### config.mk
export PLATFORM = sky130hd
export DESIGN_NAME = region_guard
export DESIGN_NICKNAME = d
export VERILOG_FILES = /design/src/rtl/rgn_pkg.sv /design/src/rtl/rgn_regfile.sv /design/src/rtl/rgn_match.sv /design/src/rtl/rgn_select.sv /design/src/rtl/region_guard.sv
export SDC_FILE = /design/constraint.sdc
export NUM_CORES = 1
export LEC_CHECK = 0
export BUFFER_PORTS_ARGS = -buffer_cell sky130_fd_sc_hd__buf_2
export CAP_MARGIN = 15
export CORE_AREA = 10 10 246 248
export DETAILED_ROUTE_END_ITERATION = 16
export DIE_AREA = 0 0 256 258
export GPL_TIMING_DRIVEN = 0
export HOLD_SLACK_MARGIN = 0.03
export PLACE_DENSITY = 0.5
export SETUP_SLACK_MARGIN = 0.2
export SYNTH_ARGS = -nofsm -noshare
export SYNTH_HDL_FRONTEND = slang
export SYNTH_SLANG_ARGS = --single-unit
### constraint.sdc
create_clock -name clk -period 5.9 [get_ports clk]
set_clock_uncertainty 0.05 [all_clocks]
set_input_delay 0.295 -clock clk [delete_from_list [all_inputs] [get_ports clk]]
set_output_delay 0.295 -clock clk [all_outputs]
set_load 0.01 [all_outputs]
### src/rtl/rgn_pkg.sv
package rgn_pkg;

    localparam int unsigned ADDR_W        = 32;
    localparam int unsigned SIZE_W        = 5;
    localparam int unsigned MIN_SIZE_CODE = 11;
    localparam int unsigned MAX_SIZE_CODE = ADDR_W - 1;

    typedef enum logic [1:0] {
        PERM_NONE = 2'b00,
        PERM_RO   = 2'b01,
        PERM_RW   = 2'b10,
        PERM_RW2  = 2'b11
    } perm_e;

    typedef struct packed {
        logic [ADDR_W-1:0] base;
        logic [SIZE_W-1:0] size_code;
        logic              enable;
        perm_e             perm_priv;
        perm_e             perm_user;
        logic              cacheable;
        logic              bufferable;
    } region_t;

    typedef struct packed {
        logic [ADDR_W-1:0] addr;
        logic              write;
        logic              fetch;
        logic              priv;
    } access_t;

    // A size code outside the legal span turns the region off.
    function automatic logic size_code_ok(input logic [SIZE_W-1:0] code);
        return (32'(code) >= MIN_SIZE_CODE) && (32'(code) <= MAX_SIZE_CODE);
    endfunction

    // Ones above the region's span and zeros inside it.
    function automatic logic [ADDR_W-1:0] span_mask(input logic [SIZE_W-1:0] code);
        return {ADDR_W{1'b1}} << (32'(code) + 32'd1);
    endfunction

    // Reads need any access, writes need the read/write setting.
    function automatic logic perm_allows(input perm_e p, input logic is_write);
        return is_write ? p[1] : (p != PERM_NONE);
    endfunction

endpackage

### src/rtl/rgn_regfile.sv
module rgn_regfile
    import rgn_pkg::*;
#(
    parameter int unsigned NUM_REGIONS = 8,
    localparam int unsigned IDX_W = $clog2(NUM_REGIONS)
) (
    input  logic             clk,
    input  logic             rst,
    input  logic             wr_en,
    input  logic [IDX_W-1:0] wr_idx,
    input  region_t          wr_data,
    output region_t          regions [NUM_REGIONS]
);

    always_ff @(posedge clk) begin
        if (rst) begin
            for (int i = 0; i < NUM_REGIONS; i++) begin
                regions[i] <= '0;
            end
        end else if (wr_en) begin
            regions[wr_idx] <= wr_data;
        end
    end

endmodule

### src/rtl/rgn_match.sv
module rgn_match
    import rgn_pkg::*;
#(
    parameter int unsigned NUM_REGIONS = 8
) (
    input  region_t                regions [NUM_REGIONS],
    input  logic [ADDR_W-1:0]      addr,
    output logic [NUM_REGIONS-1:0] hit
);

    for (genvar g = 0; g < NUM_REGIONS; g++) begin : g_region
        logic              live;
        logic [ADDR_W-1:0] mask;

        assign live   = regions[g].enable && size_code_ok(regions[g].size_code);
        assign mask   = span_mask(regions[g].size_code);
        // Low base bits under the alignment drop out through the mask.
        assign hit[g] = live && (((addr ^ regions[g].base) & mask) == '0);
    end

endmodule

### src/rtl/rgn_select.sv
module rgn_select #(
    parameter int unsigned NUM_REGIONS = 8,
    localparam int unsigned IDX_W = $clog2(NUM_REGIONS)
) (
    input  logic [NUM_REGIONS-1:0] hit,
    output logic                   found,
    output logic [IDX_W-1:0]       sel
);

    // Ascending scan: the last hit seen, the highest index, wins.
    always_comb begin
        found = 1'b0;
        sel   = '0;
        for (int i = 0; i < NUM_REGIONS; i++) begin
            if (hit[i]) begin
                found = 1'b1;
                sel   = IDX_W'(i);
            end
        end
    end

endmodule

### src/rtl/region_guard.sv
module region_guard
    import rgn_pkg::*;
#(
    parameter int unsigned NUM_REGIONS = 8,
    localparam int unsigned IDX_W = $clog2(NUM_REGIONS)
) (
    input  logic              clk,
    input  logic              rst,
    input  logic              guard_on,
    input  logic              cfg_we,
    input  logic [IDX_W-1:0]  cfg_idx,
    input  logic [ADDR_W-1:0] cfg_base,
    input  logic [SIZE_W-1:0] cfg_size,
    input  logic              cfg_en,
    input  logic [1:0]        cfg_perm_priv,
    input  logic [1:0]        cfg_perm_user,
    input  logic              cfg_cache,
    input  logic              cfg_buf,
    input  logic              req_valid,
    input  logic [ADDR_W-1:0] req_addr,
    input  logic              req_write,
    input  logic              req_fetch,
    input  logic              req_priv,
    output logic              rsp_valid,
    output logic              rsp_grant,
    output logic              rsp_abort,
    output logic              rsp_abort_fetch,
    output logic [IDX_W-1:0]  rsp_region,
    output logic              rsp_cache,
    output logic              rsp_buf
);

    region_t                regions [NUM_REGIONS];
    region_t                wr_data;
    access_t                acc;
    logic [NUM_REGIONS-1:0] hit;
    logic                   found;
    logic [IDX_W-1:0]       win_idx;
    perm_e                  perm;
    logic                   allowed;

    assign wr_data = '{
        base:       cfg_base,
        size_code:  cfg_size,
        enable:     cfg_en,
        perm_priv:  perm_e'(cfg_perm_priv),
        perm_user:  perm_e'(cfg_perm_user),
        cacheable:  cfg_cache,
        bufferable: cfg_buf
    };

    assign acc = '{addr: req_addr, write: req_write, fetch: req_fetch, priv: req_priv};

    rgn_regfile #(.NUM_REGIONS(NUM_REGIONS)) u_regfile (
        .clk     (clk),
        .rst     (rst),
        .wr_en   (cfg_we),
        .wr_idx  (cfg_idx),
        .wr_data (wr_data),
        .regions (regions)
    );

    rgn_match #(.NUM_REGIONS(NUM_REGIONS)) u_match (
        .regions (regions),
        .addr    (acc.addr),
        .hit     (hit)
    );

    rgn_select #(.NUM_REGIONS(NUM_REGIONS)) u_select (
        .hit   (hit),
        .found (found),
        .sel   (win_idx)
    );

    // A fetch is checked as a read.
    always_comb begin
        perm    = acc.priv ? regions[win_idx].perm_priv : regions[win_idx].perm_user;
        allowed = found && perm_allows(perm, acc.write && !acc.fetch);
    end

    always_ff @(posedge clk) begin
        if (rst) begin
            rsp_valid       <= 1'b0;
            rsp_grant       <= 1'b0;
            rsp_abort       <= 1'b0;
            rsp_abort_fetch <= 1'b0;
            rsp_region      <= '0;
            rsp_cache       <= 1'b0;
            rsp_buf         <= 1'b0;
        end else begin
            rsp_valid <= req_valid;
            if (req_valid) begin
                if (!guard_on) begin
                    rsp_grant       <= 1'b1;
                    rsp_abort       <= 1'b0;
                    rsp_abort_fetch <= 1'b0;
                    rsp_region      <= '0;
                    rsp_cache       <= 1'b0;
                    rsp_buf         <= 1'b0;
                end else if (allowed) begin
                    rsp_grant       <= 1'b1;
                    rsp_abort       <= 1'b0;
                    rsp_abort_fetch <= 1'b0;
                    rsp_region      <= win_idx;
                    rsp_cache       <= regions[win_idx].cacheable;
                    rsp_buf         <= regions[win_idx].bufferable;
                end else begin
                    rsp_grant       <= 1'b0;
                    rsp_abort       <= 1'b1;
                    rsp_abort_fetch <= acc.fetch;
                    rsp_region      <= '0;
                    rsp_cache       <= 1'b0;
                    rsp_buf         <= 1'b0;
                end
            end
        end
    end

endmodule

* Yosys cells after proc, flatten, opt, wreduce, memory -nomap -nowiden
Cells that the tools add are included.
Cells by class: add/sub/neg operators 8, magnitude comparators 11, shift operators 8, multiplexer cells 35, bitwise logic cells 18, reduce and logical (&&, ||, !) cells 29
Operators with widths (number):
- 352-bit bitwise mux | 1
- 32-bit bitwise AND | 8
- 32-bit logical NOT | 8
- 32-bit bitwise XOR | 8
- 32-bit by 32-bit left shift with 32-bit output, first input constant | 7
- 44-bit binary-select mux with 3-bit select | 1
- 44-bit demux with 3-bit select | 1
- 5-bit by 1-bit adder with 6-bit output, second input constant | 8
- 44-bit two-way mux | 1
- 5-bit by 4-bit greater-or-equal comparator with 1-bit output, second input constant | 8
- 32-bit by 6-bit left shift with 32-bit output, first input constant | 1
- 1-bit two-way mux | 20
- 1-bit logical AND | 19
- 3-bit two-way mux | 6
- 6-bit two-way mux | 2
- 4-bit greater-or-equal comparator, second input constant | 2
- 3-bit NOT with 4-bit output | 2
- 2-bit two-way mux | 3
- 4-bit by 1-bit < comparator with 1-bit output, second input constant | 1
- 2-bit nonzero test | 1
- 1-bit logical NOT | 1
Storage, ports and cells: bits in registers 361, word-level logic and storage cells 172

* Longest topological paths before layout
depth after elaboration 22, depth in mapped cells 20, gate-level depth less buffers 17

* Hierarchy
From an unflattened synthesis, not the netlist that was laid out.
Second synthesis, totals: cells, all modules 2305, area total of the unflattened synthesis 21207.8 µm²
Modules (own cells, without submodules):
- rgn_regfile | instances 1, cells an instance 1242, area each 13808.2 µm²
- rgn_match | instances 1, cells an instance 979, area each 6587.6 µm²
- region_guard | instances 1, cells an instance 72, area each 754.5 µm²
- rgn_select | instances 1, cells an instance 12, area each 57.6 µm²

* Worst setup path before layout
Ideal clock, no wire load.
path type reg2reg, start register, netlist name u_regfile.regions[8], end register rsp_region[0], data arrival time 3.814 ns, setup slack 1.919 ns, cell stages (with the launch flop) 20, buffers on the path 3, period minus slack after synthesis 3.981 ns, path through dfxtp_1 -> ha_1 -> inv_1 -> ha_1 -> buf_2 -> nor2_1 -> a2bb2oi_1 -> a31oi_1 -> or4_1 -> nor4_1 -> a21oi_1 -> and2_1 -> buf_6 -> a21boi_1 -> buf_4 -> nand2_1 -> o22ai_1 -> o221a_2 -> o21a_4 -> a32o_1
On the way: longest elaborated chain between the ends 16
RTL lines:
- 5-bit by 1-bit adder with 6-bit output | line rgn_pkg.sv:39 | return {ADDR_W{1'b1}} << (32'(code) + 32'd1);
- 32-bit by 6-bit left shift with 32-bit output | line rgn_pkg.sv:39
- 32-bit bitwise AND | line rgn_match.sv:18 | assign hit[g] = live && (((addr ^ regions[g].base) & mask) == '0);
- 32-bit logical NOT | line rgn_match.sv:18
- 1-bit logical AND * | line rgn_match.sv:18
- 3-bit two-way mux | line rgn_select.sv:15 | if (hit[i]) begin
- 3-bit NOT with 4-bit output (implied by the code) | line region_guard.sv:77 | perm = acc.priv ? regions[win_idx].perm_priv : regions[win_idx].perm_user;
- 44-bit binary-select mux with 3-bit select | line region_guard.sv:77
- 6-bit two-way mux (2 in a row)
- 2-bit two-way mux | line region_guard.sv:77
- 2-bit nonzero test | line rgn_pkg.sv:44 | return is_write ? p[1] : (p != PERM_NONE);
- 1-bit two-way mux | line rgn_pkg.sv:44
- 1-bit logical AND | line region_guard.sv:78 | allowed = found && perm_allows(perm, acc.write && !acc.fetch);
- 3-bit two-way mux * | line region_guard.sv:100 | end else if (allowed) begin
- 3-bit two-way mux * | line region_guard.sv:93 | if (!guard_on) begin
- end signal: assignment | line region_guard.sv:104 | rsp_region <= win_idx;
- end: declaration | line region_guard.sv:28 | output logic [IDX_W-1:0] rsp_region,
Every way passes the cells marked *; elsewhere a longest branch is shown, timed or not. The select of a mux whose other input is x is not followed. A chain may end at the register's enable or synchronous reset.

* Final worst setup path
start register, netlist name u_regfile.regions[184], end register rsp_abort_fetch
On the way: longest elaborated chain between the ends 20
RTL lines:
- 5-bit by 1-bit adder with 6-bit output | line rgn_pkg.sv:39
- 32-bit by 32-bit left shift with 32-bit output | line rgn_pkg.sv:39
- 32-bit bitwise AND | line rgn_match.sv:18
- 32-bit logical NOT | line rgn_match.sv:18
- 1-bit logical AND * | line rgn_match.sv:18
- 2-bit two-way mux | line rgn_select.sv:15
- 3-bit two-way mux (4 in a row) | line rgn_select.sv:15
- 3-bit NOT with 4-bit output (implied by the code) | line region_guard.sv:77
- 44-bit binary-select mux with 3-bit select | line region_guard.sv:77
- 6-bit two-way mux (2 in a row)
- 2-bit two-way mux | line region_guard.sv:77
- 2-bit nonzero test | line rgn_pkg.sv:44
- 1-bit two-way mux | line rgn_pkg.sv:44
- 1-bit logical AND * | line region_guard.sv:78
- 1-bit two-way mux * | line region_guard.sv:100
- 1-bit two-way mux * | line region_guard.sv:93
- end signal: assignment | line region_guard.sv:110 | rsp_abort_fetch <= acc.fetch;
- end: declaration | line region_guard.sv:27 | output logic rsp_abort_fetch,
Marks and branches as above.

==> summary.txt <==
Setup path
  – Max FO, Critical Path: 10
  – RR Startpoint: u_regfile.regions[184]$_SDFFE_PP0P_
  – Crit-path cells: ha_1, inv_1, ha_1, clkbuf_1, nor2b_1, o211ai_1, a211oi_1, o21ai_0, o31ai_1, a41oi_1, a211o_1, nand2_2, mux2i_1, o22ai_1, o221a_2, o211a_1, o21ai_1, dlygate4sd3_1
  – Critical path type: flop to flop
  – Slowest-stage cell, CP: dlygate4sd3_1
  – CP arrival: between 6 and 7 ns
  – R2R setup slack: 0.34 ns
  – Required @ worst endpoint: 6.39 ns
  – Reg-to-reg endpoint: rsp_abort_fetch$_SDFFE_PP0P_
  – Worst Reg-to-Reg Cells: 18
  – CP peak stage delay: 0.55 ns
  – CP endpoint kind: flop
  – Most common cell type on the critical path: ha_1
  – Critical Path Source Type: flop

CTS
  – CTS tree: done
  – Clk Latency, worst-skew pair: ~0.61 ns
  – Clock Sinks: around 360
  – H-tree depth: 2
  – Clk buf depth: 3
  – Post-CTS Setup Inserts: 0
  – Clk root buf: clkbuf_16
  – Number of buffers created by CTS: 45
  – Clk slew on worst S/H paths: 0.06 ns

Floorplan
  – IO Pins: 96
  – Die Y-Extent: about 260 um
  – # rows: 87
  – Die X-Extent: 256 um
  – Die area: 66050 um2
  – Core Region: between 50000 and 60000 um2
  – Initial core utilization: between 30 and 40%

Drt
  – Final wirelength: between 80 and 90 mm
  – DRT iter0 DRCs: 2330
  – Via count: around 19000
  – DR pass1 iterations: 9
  – DR DRC count: 0
  – Vias/cell: 5.527
  – Antenna-violating nets left: 0
  – WL/cell: 25.32 um

Power
  – VDD IR-drop max: 194.2 uV
  – PwrDens: about 280 nW/um2
  – Pleak: 7.768 nW
  – PnR Total Power: 6.041 mW

STA
  – Final hold violations: 0
  – TNS Setup: 0 ns
  – Fmax: 179.9 MHz
  – Unrepaired setup endpoints after global routing: false
  – Final period utilization: 94.23%
  – Final slew viol count: 0
  – Measured slew at the worst slew-check pin: 1.164 ns
  – Min Clock Period, post-route: 5.560 ns
  – Rel. slew slack: 22.11%
  – Final setup viols: 0

Placement
  – Port bufs: 15
  – DPL Wire Length: 63.66 mm
  – Routability cong.: 0.9700

Run
  – Max Cap Viol: 0

Global route
  – First-pass GRT wire length: 123.1 mm
  – Total grt overflow: 0
  – Total track usage: about a quarter
  – Largest net degree at the start of global routing: 13
  – Number of global-route vias before repair: 17490
  – Initial antenna violation count: 0

Synth
  – Netlist cell types: 81
  – Ys flop type: dfxtp_1
  – Cells after synthesis: 2585
  – Share of synthesized flip-flops with an asynchronous set or reset: 0%
  – Register bit total from synthesis: 361
  – Post-synthesis sequential area ratio: a little under two fifths
  – Mapped Area: between 15000 and 20000 um2
  – Syn. warnings: 0
  – Synth Area per Inst: 7.445 um2
  – Syn nets: ~2700
  – Post-synth EDFFs: 0

Min path
  – Worst hold path class: primary input to flop
  – Hold Startpoint: req_valid
  – Hold Crit Endpoint: rsp_abort$_SDFFE_PP0P_
  – Hold-critical path depth: 4

Cells and area
  – Area grow syn2layout: 13.85%
  – Most frequent cells in the layout: nand2_1, a21oi_1, dfxtp_1, xor2_1, clkbuf_1
  – Commonest non-fill, non-tap cell in the layout: nand2_1
  – Fin util: roughly two fifths
  – Nets: 2776
  – Fraction of layout instances using a drive strength above 1: under 10%

Run status
  – Outcome: complete, no violations
[power by group]
group / internal (mW) / switching, mW / total (mW)
Sequential: 2.49 / 0.0406 / 2.53
Combinational: 0.185 / 0.480 / 0.666
Clock: 1.68 / 1.16 / 2.84
Total: 4.36 / 1.68 / 6.04
[metrics by stage]
step	std cells	hold WS [ns]	setup WS, ns	instance area (um2)
2_1_floorplan	2585	0.3577	1.919	19240
3_3_place_gp	3356	0.3852	0.6866	20270
3_5_place_dp	3357	0.3906	0.5898	20290
4_1_cts	3443	0.04954	0.2579	21860
5_1_grt	3444	0.07941	0.2026	21900
6_report	3446	0.07105	0.3403	21910
[final cells by class]
cell class	instances	area, um2
Sequential cell	361	7227
Timing Repair Buffer	25	181.4
Buffer	211	919.6
Inverter	47	176.4
Tap cell	756	945.9
Clock buffer	64	1318
Clock inverter	14	175.2
Fill cell	5890	33820
Multi-Input combinational cell	1966	10960
Antenna cell	2	5.005
[worst max-delay path by stage]
stage                                    to  slack, ns                                start
6_report       rsp_abort_fetch$_SDFFE_PP0P_       0.34  u_regfile.regions[184]$_SDFFE_PP0P_
5_1_grt        rsp_abort_fetch$_SDFFE_PP0P_       0.20  u_regfile.regions[228]$_SDFFE_PP0P_
4_1_cts        rsp_abort_fetch$_SDFFE_PP0P_       0.26    u_regfile.regions[8]$_SDFFE_PP0P_
3_5_place_dp           rsp_buf$_SDFFE_PP0P_       0.59   u_regfile.regions[96]$_SDFFE_PP0P_
3_3_place_gp           rsp_buf$_SDFFE_PP0P_       0.69   u_regfile.regions[96]$_SDFFE_PP0P_
2_1_floorplan    rsp_region[0]$_SDFFE_PP0P_       1.92    u_regfile.regions[8]$_SDFFE_PP0P_
[state kept, by name, summed over array words and instances (netlist names)]
register           count
u_regfile.regions    352
rsp_valid              1
rsp_abort              1
rsp_abort_fetch        1
rsp_grant              1
rsp_cache              1
rsp_region             3
rsp_buf                1
[cell families (layout without fill, tap and decap cells)]
family / after synthesis / count (layout) / share of synthesized area (%)
AO/OA/AOI/OAI: 639 / 639 / 19.39
XOR/XNOR: 284 / 284 / 13.00
other: 0 / 2 / 0
multiplexers: 18 / 18 / 1.040
flip-flops: 361 / 361 / 37.55
buffers and inverters: 258 / 361 / 5.695
adder cells (fa/ha/maj): 36 / 36 / 2.289
AND/OR/NAND/NOR: 989 / 989 / 21.03
[timing repair]
item / CTS / global route
hold buffers: 8 / 0
endpoints found under the hold margin: 28 / 0
setup endpoints to repair: 0 / 1
gates resized for setup: 0 / 8
[critical path, delay by kind of cell (launching register included)]
family          cells  cell delay (ns)
simple gates        2             0.68
compound gates     10             2.59
flops               1             0.44
mux                 1             0.30
fa+ha+maj           2             0.53
buf+inv             3             0.90
[cells in the mapped netlist (8+ instances only)]
cell type    n  area, um2
o21ai_0     57      285.3
buf_2       37      185.2
and3_1      10      62.56
a31oi_1     20      125.1
a21oi_1    411       2057
nand2b_1    15      93.84
xnor2_1    130       1139
xor2_1     152       1331
nor2_1      63      236.5
o211ai_1    18      135.1
a22oi_1      8      60.06
nor2b_1     16      100.1
nor3_1      24      120.1
inv_1       47      176.4
ha_1        32      400.4
clkbuf_2    44      220.2
o22ai_1     20      125.1
clkbuf_1   124      465.5
nand2_1    776       2913
nand4_1     11      68.82
nand3_1     36      180.2
nor4_1      14      87.58
mux2i_1     11      110.1
dfxtp_1    361       7227
[per-layer routing]
metal | part of all wire, % | global-route usage [%] | vias to the layer above
met3 | 10 | 5.998 | 122
met2 | 41 | 36.79 | 916
met4 | 3.1 | 8.596 | 0
met5 | 0 | 0 | -
met1 | 45 | 35.67 | 9240
li1 | - | - | 8767
Note: power is estimated with default switching activity, not from simulation.
